<file path="config.mk">
export PLATFORM = sky130hd
export DESIGN_NAME = multiphase_ring_gen
export DESIGN_NICKNAME = d
export VERILOG_FILES = /design/src/rtl/mphase_pkg.sv /design/src/rtl/mphase_ctrl.sv /design/src/rtl/mphase_path.sv /design/src/rtl/multiphase_ring_gen.sv
export SDC_FILE = /design/constraint.sdc
export NUM_CORES = 1
export LEC_CHECK = 0
export ABC_AREA = 1
export BUFFER_PORTS_ARGS = -buffer_cell sky130_fd_sc_hd__buf_2
export CAP_MARGIN = 15
export CELL_PAD_IN_SITES_DETAIL_PLACEMENT = 1
export CELL_PAD_IN_SITES_GLOBAL_PLACEMENT = 1
export CORE_ASPECT_RATIO = 1.2
export CORE_MARGIN = 1
export CORE_UTILIZATION = 44
export DETAILED_ROUTE_END_ITERATION = 12
export PLACE_DENSITY_LB_ADDON = 0.1
export SLEW_MARGIN = 5
export SYNTH_ARGS = -nofsm -noshare
export SYNTH_HDL_FRONTEND = slang
export SYNTH_SLANG_ARGS = --single-unit
</file>
<file path="constraint.sdc">
create_clock -name clk -period 3.9 [get_ports clk]
set_input_delay 1.17 -clock clk [delete_from_list [all_inputs] [get_ports clk]]
set_output_delay 1.17 -clock clk [all_outputs]
set_load 0.05 [all_outputs]
</file>
<file path="src/rtl/mphase_pkg.sv">
package mphase_pkg;

  // Strobes from the sequencing control into the phase datapath
  typedef struct packed {
    logic load;   // reseed the ring with bit 0 and clear all phase states
    logic step;   // advance the ring and apply the set/clear enables
    logic clear;  // hold the ring, force phase states low
    logic outEn;  // let phase states reach the output register
  } ctlStrobes_t;

endpackage

</file>
<file path="src/rtl/mphase_ctrl.sv">
module mphase_ctrl
  import mphase_pkg::*;
(
  input  logic        clk,
  input  logic        rstN,
  input  logic        run,
  input  logic        ringBad,
  output ctlStrobes_t strb,
  output logic        ringErr
);

  logic runQ;
  logic runRise;

  assign runRise = run & ~runQ;

  always_comb begin
    strb.load  = runRise | ringBad;
    strb.step  = run & ~strb.load;
    strb.clear = ~run;
    strb.outEn = run;
  end

  always_ff @(posedge clk or negedge rstN) begin
    if (!rstN) begin
      runQ    <= 1'b0;
      ringErr <= 1'b0;
    end else begin
      runQ    <= run;
      ringErr <= ringBad;
    end
  end

endmodule

</file>
<file path="src/rtl/mphase_path.sv">
module mphase_path
  import mphase_pkg::*;
#(
  parameter int PHASES = 8
) (
  input  logic              clk,
  input  logic              rstN,
  input  ctlStrobes_t       strb,
  output logic [PHASES-1:0] phaseOut,
  output logic [PHASES-1:0] ringState,
  output logic              ringBad
);

  localparam int HALF = PHASES / 2;
  localparam logic [PHASES-1:0] RING_SEED = {{(PHASES-1){1'b0}}, 1'b1};

  logic [PHASES-1:0] ring;
  logic [PHASES-1:0] state;
  logic [PHASES-1:0] stateNext;

  assign ringState = ring;
  assign ringBad   = ($countones(ring) != 1);

  // Per-phase toggle: set at own index, clear at opposite index
  for (genvar k = 0; k < PHASES; k++) begin : g_phase
    localparam int OPP = (k + HALF) % PHASES;
    assign stateNext[k] = (strb.clear || strb.load) ? 1'b0 :
                          (strb.step && ring[k])    ? 1'b1 :
                          (strb.step && ring[OPP])  ? 1'b0 :
                                                      state[k];
  end

  always_ff @(posedge clk or negedge rstN) begin
    if (!rstN) begin
      ring     <= RING_SEED;
      state    <= '0;
      phaseOut <= '0;
    end else begin
      if (strb.load)
        ring <= RING_SEED;
      else if (strb.step)
        ring <= {ring[PHASES-2:0], ring[PHASES-1]};
      state    <= stateNext;
      phaseOut <= strb.outEn ? state : '0;
    end
  end

endmodule

</file>
<file path="src/rtl/multiphase_ring_gen.sv">
module multiphase_ring_gen
  import mphase_pkg::*;
#(
  parameter int PHASES = 8
) (
  input  logic              clk,
  input  logic              rstN,
  input  logic              run,
  output logic [PHASES-1:0] phaseOut,
  output logic              ringErr
);

  ctlStrobes_t       strb;
  logic              ringBad;
  logic [PHASES-1:0] ringState;

  mphase_ctrl u_ctrl (
    .clk     (clk),
    .rstN    (rstN),
    .run     (run),
    .ringBad (ringBad),
    .strb    (strb),
    .ringErr (ringErr)
  );

  mphase_path #(.PHASES(PHASES)) u_path (
    .clk       (clk),
    .rstN      (rstN),
    .strb      (strb),
    .phaseOut  (phaseOut),
    .ringState (ringState),
    .ringBad   (ringBad)
  );

endmodule

</file>
==> flow_metrics.env <==
export IMPL_dieArea_mm2=0.00299
export IMPL_synth_mux_area_fraction_pct=0
export IMPL_report_final_slew_viol_count=0
export IMPL_synth_top_cells_by_area="dfrtp_1 (51%), inv_1 (7.4%), nand2_1 (7.4%)"
export IMPL_p_leak_nw=0.822
export IMPL_nFillCells=312
export IMPL_final_nets=146
export IMPL_drt_iter0_drc=15
export IMPL_cts_resized=0
export IMPL_tightest_slew_ns=0.603
export IMPL_cts_hold_buf=0
export IMPL_drc=0
export IMPL_clk_pin_slew_ns=0.14
export IMPL_ys_ff_latch=26
export IMPL_min_period_over_period_pct=86.8
export IMPL_htreeDepth=1
export IMPL_syn_to_final_growth_pct=7.17
export IMPL_synthXorXnorAreaFrac_pct=0
export IMPL_netlist_area_mm2=0.00122
export IMPL_via_per_inst=4.98
export IMPL_numPortBuffers=11
export IMPL_synth_top_family_by_area="simple AND/OR/NAND/NOR gates"
export IMPL_setup_tns_ns=0
export IMPL_fin_skew_ns=0.00372
export IMPL_layout_drive_gt1_share_pct=16.7
export IMPL_final_cells=165
export IMPL_rsz0062_at_grt="no"
export IMPL_vias=822
export IMPL_grt_max_degree=27
export IMPL_hold_viol_final=0
export IMPL_wl_um=2170
export IMPL_rr_worst_depth=12
export IMPL_core_mm2=0.00258
export IMPL_track_usage_pct=17.6
export IMPL_firstDrtPassIters=3
export IMPL_synth_cell_types=18
export IMPL_cap_violations=0
export IMPL_synth_compound_area_share_pct=0.410
export IMPL_synthCells=121
export IMPL_cts_buffers=3
export IMPL_power_density_mw_per_mm2=527
export IMPL_syn_avg_cell_area_um2=10.1
export IMPL_grt_pass1_vias=861
export IMPL_synth_fa_ha_area_share_pct=12.7
export IMPL_diodes=0
export IMPL_synthSimpleGateAreaFrac_pct=21.6
export IMPL_setup_ws_ns=0.517
export IMPL_gp_congestion=0.808
export IMPL_rows=20
export IMPL_grt_pass1_wl_um=3970
export IMPL_die_x_um=50.1
export IMPL_hold_path_class="reg -> reg"
export IMPL_cts_setup_buffers=0
export IMPL_clock_root_buffer="clkbuf_4"
export IMPL_max_slew_margin_pct=59.8
export IMPL_crit_type="reg -> reg"
export IMPL_antenna_found_initial=0
export IMPL_setup_violations=0
export IMPL_clk_latency_ns=0.31
export IMPL_synth_top_cell_by_area="dfrtp_1"
export IMPL_ios=12
export IMPL_grt_overflow_total=0
export IMPL_placedCellCount=161
export IMPL_cts_max_path_buffers=2
export IMPL_status="finished clean"
export IMPL_worst_ep_arrival_time_ns=3.65
export IMPL_chipHeight_um=59.7
export IMPL_min_path_cells=2
export IMPL_synth_warnings=0
export IMPL_syn_num_nets=134
export IMPL_drtAntennaViolNets=0
export IMPL_clock_fmax_mhz=296
export IMPL_vdd_drop_max_mv=0.386
export IMPL_final_cell_mix="dfrtp_1 (25), inv_1 (24), nand2_1 (24)"
export IMPL_end_kind="flip-flop"
export IMPL_fin_crit_ns=3.38
export IMPL_yosys_area_top_type_share_pct=51.2
export IMPL_start_kind="flip-flop"
export IMPL_seq_area_frac_synth_pct=53.4
export IMPL_avgRoutedWirePerCell_um=13.2
export IMPL_layout_commonest_cell="dfrtp_1"
export IMPL_initial_utilization_pct=47.4
export IMPL_cts_tree="done"
export IMPL_place_hpwl_um=1660
export IMPL_required_ns=4.16
export IMPL_cts_num_sinks=26
export IMPL_critPathMaxFanout=24
export IMPL_place_ws_ns=0.546
where the power goes:
group | total [W] | switching, W | internal [W]
sequential | 0.000314 | 0.0000180 | 0.000296
combinational | 0.000240 | 0.000178 | 0.0000620
clock | 0.000136 | 0.0000793 | 0.0000570
total | 0.000690 | 0.000275 | 0.000415
cell usage after synthesis:
cell type  instances
nor2_1             3
dfrtp_1           25
ha_1               6
nand3_1           15
nand2_1           24
a21oi_1            1
inv_1             24
nand2_2            1
nand2_4            1
nand3_2            1
inv_4              1
nor3_1             1
dfstp_2            1
nor2_4             1
buf_6              4
inv_2              1
nand4_1            7
fa_1               4
metrics by stage:
| step | hold WS (ns) | cell area (um^2) | total power [W] | utilization, % |
|---|---|---|---|---|
| finish | 0.498 | 1310 | 0.000690 | 50.8 |
| global route | 0.526 | 1310 | 0.000735 | 50.8 |
| CTS | 0.500 | 1310 | 0.000699 | 50.8 |
| detailed placement | 0.466 | 1270 | 0.000563 | 49.4 |
| global placement | 0.455 | 1270 | 0.000552 | 49.4 |
| floorplan | 0.436 | 1220 | 0.000553 | - |
per-layer routing:
metal / wire [um] / track usage, %
met3: 61 / 2.29
met2: 1060 / 28.2
met5: 0 / 0
met1: 1040 / 24.9
met4: 17 / 5.71
sequential cells by signal, indices dropped and copies added (netlist names):
register          cells
u_ctrl.ringErr        1
u_path.ringState      8
u_ctrl.runQ           1
u_path.phaseOut       8
u_path.state          8
final timing paths:
| kind | from | slack (ns) | endpoint |
|---|---|---|---|
| hold / removal | u_path.state[7] | 0.50 | u_path.phaseOut[7] |
| max in group asynchronous | rstN | 2.67 | u_path.ringState[3] |
| setup reg to reg | u_path.ringState[2] | 0.52 | u_path.state[0] |
| min in group asynchronous | rstN | 0.84 | u_path.phaseOut[7] |
| setup / recovery | u_path.ringState[2] | 0.52 | u_path.state[0] |
| hold reg to reg | u_path.state[7] | 0.50 | u_path.phaseOut[7] |
kinds of logic (layout without fill, tap and decap cells):
kind of cell / Yosys count / count (layout)
buf+inv: 30 / 41
flops: 26 / 26
simple gates: 54 / 54
compound gates: 1 / 1
fa+ha+maj: 10 / 10
cell type report:
cell class	count	area [um^2]	area share (%)
clock buffer	4	36.3	2.77
sequential	26	652	49.8
multi-input combinational	65	424	32.4
inverter	26	100	7.65
timing repair buffer	11	55.1	4.21
tap	33	41.3	3.15
worst max-delay path, stage by stage, from the launching register on:
cell and delay, ns:
dfrtp_1 0.47, ha_1 0.24, fa_1 0.51, inv_1 0.06, fa_1 0.53, inv_1 0.04
ha_1 0.19, fa_1 0.43, inv_1 0.06, nand2_1 0.07, nor2_4 0.41, nand3_1 0.18
nand2_1 0.12
No activity file was read; power rests on OpenSTA's default activity.
